### src/rtl/vat_pkg.sv
package vat_pkg;
  localparam int VPN_W  = 20;
  localparam int PFN_W  = 20;
  localparam int ASID_W = 8;
  localparam int SZ_W   = 3;
  localparam int PG_SH  = 12;

  typedef struct packed {
    logic [VPN_W-1:0]  vpn;
    logic [SZ_W-1:0]   sz;
    logic [ASID_W-1:0] asid;
    logic              glob;
    logic [PFN_W-1:0]  pfn;
    logic              vld;
    logic              dirty;
    logic              cache;
  } ent_t;
endpackage

### src/rtl/vat_seg_dec.sv
module vat_seg_dec #(
  parameter int unsigned FLAT_BYTES = 8 * 1024 * 1024
) (
  input  logic [31:0] va_i,
  output logic        mapped_o,
  output logic        cached_o,
  output logic        range_err_o,
  output logic [31:0] flat_pa_o
);
  logic unmapped;
  assign unmapped    = (va_i[31:29] == 3'b100) || (va_i[31:29] == 3'b101);
  assign mapped_o    = !unmapped;
  assign cached_o    = (va_i[31:29] == 3'b100);
  assign flat_pa_o   = {3'b000, va_i[28:0]};
  assign range_err_o = unmapped && (flat_pa_o >= FLAT_BYTES);
endmodule

### src/rtl/vat_ent_match.sv
module vat_ent_match
  import vat_pkg::*;
(
  input  ent_t              ent_i,
  input  logic [VPN_W-1:0]  vpn_i,
  input  logic [ASID_W-1:0] asid_i,
  output logic              hit_o
);
  logic [VPN_W-1:0] keep;
  // tag bits below the page boundary are don't-care
  assign keep  = ~((VPN_W'(1) << (2 * ent_i.sz)) - VPN_W'(1));
  assign hit_o = ((ent_i.vpn & keep) == (vpn_i & keep)) &&
                 (ent_i.glob || (ent_i.asid == asid_i));
endmodule

### src/rtl/vat_prio.sv
module vat_prio #(
  parameter int N     = 32,
  localparam int IDX_W = $clog2(N)
) (
  input  logic [N-1:0]     hit_i,
  output logic             any_o,
  output logic [IDX_W-1:0] idx_o
);
  always_comb begin
    idx_o = '0;
    for (int i = N - 1; i >= 0; i--)
      if (hit_i[i]) idx_o = IDX_W'(i);
  end
  assign any_o = |hit_i;
endmodule

### src/rtl/vat_top.sv
module vat_top
  import vat_pkg::*;
#(
  parameter int          N_ENT      = 32,
  parameter int unsigned FLAT_BYTES = 8 * 1024 * 1024,
  localparam int         IDX_W      = $clog2(N_ENT)
) (
  input  logic              clk_i,
  input  logic              rst_ni,
  input  logic              req_i,
  input  logic [31:0]       va_i,
  input  logic              store_i,
  input  logic [ASID_W-1:0] asid_i,
  input  logic              wr_en_i,
  input  logic [IDX_W-1:0]  wr_idx_i,
  input  logic [VPN_W-1:0]  wr_vpn_i,
  input  logic [SZ_W-1:0]   wr_size_i,
  input  logic [ASID_W-1:0] wr_asid_i,
  input  logic              wr_global_i,
  input  logic [PFN_W-1:0]  wr_pfn_i,
  input  logic              wr_valid_i,
  input  logic              wr_dirty_i,
  input  logic              wr_cache_i,
  output logic              rsp_o,
  output logic [31:0]       pa_o,
  output logic              cached_o,
  output logic              mapped_o,
  output logic              range_err_o,
  output logic              miss_o,
  output logic              invalid_o,
  output logic              modify_o
);
  ent_t tbl [N_ENT];

  always_ff @(posedge clk_i or negedge rst_ni) begin
    if (!rst_ni) begin
      for (int i = 0; i < N_ENT; i++) tbl[i] <= '0;
    end else if (wr_en_i) begin
      tbl[wr_idx_i] <= '{vpn: wr_vpn_i, sz: wr_size_i, asid: wr_asid_i,
                         glob: wr_global_i, pfn: wr_pfn_i, vld: wr_valid_i,
                         dirty: wr_dirty_i, cache: wr_cache_i};
    end
  end

  logic        seg_mapped, seg_cached, seg_range;
  logic [31:0] flat_pa;

  vat_seg_dec #(.FLAT_BYTES(FLAT_BYTES)) u_seg (
    .va_i        (va_i),
    .mapped_o    (seg_mapped),
    .cached_o    (seg_cached),
    .range_err_o (seg_range),
    .flat_pa_o   (flat_pa)
  );

  logic [N_ENT-1:0] hits;
  for (genvar g = 0; g < N_ENT; g++) begin : g_match
    vat_ent_match u_m (
      .ent_i  (tbl[g]),
      .vpn_i  (va_i[31:PG_SH]),
      .asid_i (asid_i),
      .hit_o  (hits[g])
    );
  end

  logic             any_hit;
  logic [IDX_W-1:0] hit_idx;

  vat_prio #(.N(N_ENT)) u_prio (
    .hit_i (hits),
    .any_o (any_hit),
    .idx_o (hit_idx)
  );

  ent_t        sel;
  logic [31:0] off_m, map_pa;
  logic        n_miss, n_inv, n_mod;
  logic [31:0] n_pa;
  logic        n_cached;

  always_comb begin
    sel    = tbl[hit_idx];
    off_m  = (32'd1 << (PG_SH + 2 * int'(sel.sz))) - 32'd1;
    map_pa = ({sel.pfn, 12'h000} & ~off_m) | (va_i & off_m);
    n_miss = seg_mapped && !any_hit;
    n_inv  = seg_mapped && any_hit && !sel.vld;
    n_mod  = seg_mapped && any_hit && sel.vld && store_i && !sel.dirty;
    if (!seg_mapped) begin
      n_pa     = flat_pa;
      n_cached = seg_cached;
    end else if (n_miss || n_inv) begin
      n_pa     = '0;
      n_cached = 1'b0;
    end else begin
      n_pa     = map_pa;
      n_cached = sel.cache;
    end
  end

  always_ff @(posedge clk_i or negedge rst_ni) begin
    if (!rst_ni) begin
      rsp_o       <= 1'b0;
      pa_o        <= '0;
      cached_o    <= 1'b0;
      mapped_o    <= 1'b0;
      range_err_o <= 1'b0;
      miss_o      <= 1'b0;
      invalid_o   <= 1'b0;
      modify_o    <= 1'b0;
    end else begin
      rsp_o       <= req_i;
      pa_o        <= req_i ? n_pa : '0;
      cached_o    <= req_i && n_cached;
      mapped_o    <= req_i && seg_mapped;
      range_err_o <= req_i && seg_range;
      miss_o      <= req_i && n_miss;
      invalid_o   <= req_i && n_inv;
      modify_o    <= req_i && n_mod;
    end
  end
endmodule

### config.mk
export PLATFORM = sky130hd
export DESIGN_NAME = vat_top
export DESIGN_NICKNAME = d
export VERILOG_FILES = /design/src/rtl/vat_pkg.sv /design/src/rtl/vat_seg_dec.sv /design/src/rtl/vat_ent_match.sv /design/src/rtl/vat_prio.sv /design/src/rtl/vat_top.sv
export SDC_FILE = /design/constraint.sdc
export NUM_CORES = 2
export LEC_CHECK = 0
export ABC_AREA = 1
export BUFFER_PORTS_ARGS = -buffer_cell sky130_fd_sc_hd__buf_2
export CAP_MARGIN = 30
export CORE_ASPECT_RATIO = 1.4
export CORE_MARGIN = 3
export CORE_UTILIZATION = 35
export CTS_BUF_LIST = sky130_fd_sc_hd__clkbuf_2 sky130_fd_sc_hd__clkbuf_4 sky130_fd_sc_hd__clkbuf_8
export DETAILED_ROUTE_END_ITERATION = 12
export MAX_ROUTING_LAYER = met4
export PLACE_DENSITY = 0.53
export SKIP_LAST_GASP = 1
export SYNTH_ARGS = -nofsm -noshare
export SYNTH_HDL_FRONTEND = slang
export SYNTH_SLANG_ARGS = --single-unit
### constraint.sdc
create_clock -name clk_i -period 4.5 [get_ports clk_i]
set_input_delay 0.45 -clock clk_i [delete_from_list [all_inputs] [get_ports clk_i]]
set_output_delay 0.45 -clock clk_i [all_outputs]
set_load 0.01 [all_outputs]
==> flow_summary.json <==
{
  "run_status": "complete, but fails checks",
  "failed_checks": "negative setup slack",
  "tns_ns": -33.24,
  "share_of_the_synthesized_area_in_compound_gates_ao_oa_aoi_oai": 0.161,
  "firstDrtPassIters": 8,
  "io_buffer_count": 143,
  "max_slew_margin": 0.253,
  "synth.lib_cells_used.distinct": 64,
  "cell_int_power_mw": 33.1,
  "avg_cell_area_syn_um2": 8.52,
  "fraction_of_the_yosys_area_taken_by_sequential_cells": 0.527,
  "netlist_instances": 10024,
  "die-height_um": 590,
  "cts_sinks": 1799,
  "mappedNetlistNets": 10131,
  "gp_congestion": 0.969,
  "synth_simple_gate_area_share": 0.179,
  "swShare": 0.313,
  "final_max_slew_viol_count": 0,
  "layout.cells.most_common_list": "2520 x nand2_1, 1789 x dfrtp_1, 1779 x o21ai_0, 787 x buf_4, 471 x nand3_1",
  "drv.max_cap_violation_count": 0,
  "cts_made_buffers": 309,
  "synthMuxAreaShare": 0.000117,
  "routed_via_density": 5.31,
  "cp-end-kind": "flop",
  "timing.hold.worst.class": "input port to flop",
  "synth_ff_type": "dfrtp_1",
  "fin_hold_ws_ns": 0.120,
  "tritoncts": "built",
  "leakage_component_of_the_power_nw": 48.1,
  "biggest_cell_delay_along_the_critical_path_ns": 0.39,
  "clock_latency_ns": 1.00,
  "max_freq_ghz": 0.178,
  "setup_slack_after_placement_ns": -1.96,
  "clk_root_buffer_cell": "clkbuf_8",
  "share_comb_of_total_power": 0.226,
  "number_of_global_route_vias_before_repair": 74258,
  "crit_type": "flop to flop",
  "synth-warning-count": 0,
  "layout_commonest_cell": "nand2_1",
  "power.switching_mw": 15.1,
  "power.ir.vdd_worst_v": 0.000256,
  "fin_worst_skew_ns": 0.0896,
  "end_of_the_worst_register_to_register_path": "pa_o[19]",
  "netlist_area_um2": 85400,
  "r2r-start": "tbl[157]",
  "pin_count_of_the_biggest_net_entering_global_routing": 115,
  "min_period_over_period": 1.25,
  "timing_worst_slew_pin_value_ns": 1.12,
  "final-setup-viol-count": 35,
  "synth_top_family_by_area": "simple AND/OR/NAND/NOR gates",
  "fillers": 24051,
  "drt-wirelength-per-cell_um": 23.9,
  "drc_markers": 0,
  "drt-total-wl_um": 337000,
  "grt_pass1_wl_um": 499000,
  "globalRouteTotalUtil": 0.274,
  "start_util": 0.354,
  "dr_total_vias": 74918,
  "power.density_nw_per_um2": 463,
  "postLayoutSetupSlackWorst_ns": -1.13,
  "synth_edf_count": 0,
  "coreArea_um2": 241000,
  "synth-async-reset-ratio": 1.00,
  "endpoint_required_time_on_the_critical_path_ns": 5.31,
  "gr-total-overflow": 0,
  "die_w_um": 423,
  "detail-route-antenna-nets": 0,
  "total_power_mw": 48.2,
  "post_route_cells_drive_above_1_share": 0.176,
  "worstRegToRegCells": 52,
  "synth_xor_xnor_area_share": 0.0717,
  "design.portCount": 144,
  "worstSetupStartpoint": "tbl[157]",
  "drt-initial-drc-count": 7078,
  "yosys_register_bits": 1799,
  "post-dp-hpwl_um": 223000,
  "min_delay_worst_endpoint": "tbl[1664]",
  "cp_slowest_cell": "dfrtp_1",
  "clkTransAtPathRegs_ns": 0.07,
  "reg2reg_setup_slack_ns": -1.13,
  "shortest_clock_period_the_worst_path_allows_after_layout_ns": 5.63,
  "areaGrowthSynthToFinish_pct": 21.8,
  "sequentialPowerShare": 0.443,
  "final_hold_viol_count": 0,
  "hold_path.startpoint": "wr_idx_i[2]",
  "ctsHtreeMaxLevel": 5,
  "worst_hold_path_stage_count": 5,
  "cp-start-kind": "flop",
  "grt_setup_unrepaired": "true",
  "design.final.nets": 10753,
  "clockPowerShare": 0.331,
  "cell_type_with_the_highest_occurrence_count_on_the_critical_path": "nand2_1",
  "floorplan.die_area_um2": 250000,
  "floorplan.rows": 213,
  "antenna_found_initial": 29,
  "yosys.area_share.adder": 0.000293,
  "crit_fanout": 8,
  "clk_path_buf_depth": 4,
  "worstPathArrival_ns": 6.44
}
[routing by layer]
metal | vias to the layer above | GRT usage | part of all wire
li1 | 34406 | - | -
met2 | 2736 | 0.448 | 0.48
met3 | 818 | 0.0356 | 0.058
met1 | 36958 | 0.333 | 0.40
met5 | - | - | 0
met4 | 0 | 0.139 | 0.059
[metrics by stage]
step / instance area (um^2) / utilization / instances
final: 104000 / 0.431 / 14107
after global routing: 104000 / 0.430 / 14104
after CTS: 103000 / 0.427 / 14064
after detailed placement: 94700 / 0.392 / 13435
after global placement: 94500 / 0.391 / 13427
after floorplan: 85500 / - / 10024
[worst max-delay path: cells and delay by family (launching register included)]
kind / cells / cell delay (ns)
buffers and inverters: 2 / 0.31
and+or+nand+nor: 44 / 3.56
AOI/OAI and AO/OA: 3 / 0.59
adders and majority gates: 2 / 0.44
DFF: 1 / 0.39
xor gates and xnor gates: 1 / 0.16
[worst max path at each step]
stage               end  cells after the start  slack (ns)
4_1_cts        pa_o[19]                     52       -1.07
3_5_place_dp   pa_o[23]                     45       -1.96
3_3_place_gp   pa_o[22]                     54       -2.13
5_1_grt        pa_o[19]                     55       -1.56
6_report       pa_o[19]                     52       -1.13
2_1_floorplan  pa_o[28]                     45       -0.30
[power by group through the flow]
stage	clock network [mW]	registers, mW	logic, mW
global route	17.0	21.7	12.1
CTS	16.3	21.3	10.6
detailed placement	0	21.5	10.2
floorplan	0	21.1	6.00
finish	16.0	21.3	10.9
global placement	0	21.4	9.97
[cell type report]
cell class,instances,area [um^2],area share
clock inverter,47,510,0.00491
sequential,1799,45000,0.433
clock buffer,481,5990,0.0577
inverter,432,1650,0.0159
timing repair buffer,1139,10200,0.0978
tap,3225,4040,0.0388
antenna,19,47.5,0.000457
multi-input combinational,6965,36500,0.351
[registers in the layout (all words and copies together) (netlist names)]
name         count
cached_o         1
invalid_o        1
mapped_o         1
miss_o           1
modify_o         1
pa_o            32
range_err_o      1
rsp_o            1
tbl           1760
[what timing repair did]
| action | in CTS | in global routing |
|---|---|---|
| pin swaps | 61 | 82 |
| setup endpoints to repair | 35 | 35 |
| buffers inserted | 22 | 24 |
| resized for setup | 155 | 144 |
| hold endpoints to repair | 322 | 0 |
| hold buffers | 68 | 0 |
| cloned | 15 | 3 |
[kinds of logic (layout without fill, tap and decap cells)]
family          after synthesis  after routing
mux                           1              1
simple gates               3727           3728
xor+xnor                    699            699
compound gates             2535           2535
flops                      1799           1799
fa+ha+maj                     2              2
buf+inv                    1261           2099
other cells                   0             19
[synthesized netlist by cell type, types with 35 or more instances]
| library cell | count | area share |
|---|---|---|
| a21oi_1 | 335 | 0.020 |
| a31oi_1 | 53 | 0.0039 |
| a32oi_1 | 42 | 0.0043 |
| buf_1 | 36 | 0.0016 |
| buf_2 | 138 | 0.0081 |
| buf_4 | 35 | 0.0031 |
| clkbuf_1 | 607 | 0.027 |
| dfrtp_1 | 1799 | 0.53 |
| inv_1 | 418 | 0.018 |
| nand2_1 | 2592 | 0.11 |
| nand3_1 | 520 | 0.030 |
| nand4_1 | 65 | 0.0048 |
| nor2_1 | 361 | 0.016 |
| nor3_1 | 41 | 0.0024 |
| nor4_1 | 56 | 0.0041 |
| o211ai_1 | 100 | 0.0088 |
| o21ai_0 | 1806 | 0.11 |
| o22ai_1 | 54 | 0.0040 |
| or2_2 | 36 | 0.0026 |
| xnor2_1 | 350 | 0.036 |
| xor2_1 | 349 | 0.036 |
(Power assumes the default switching activity.)
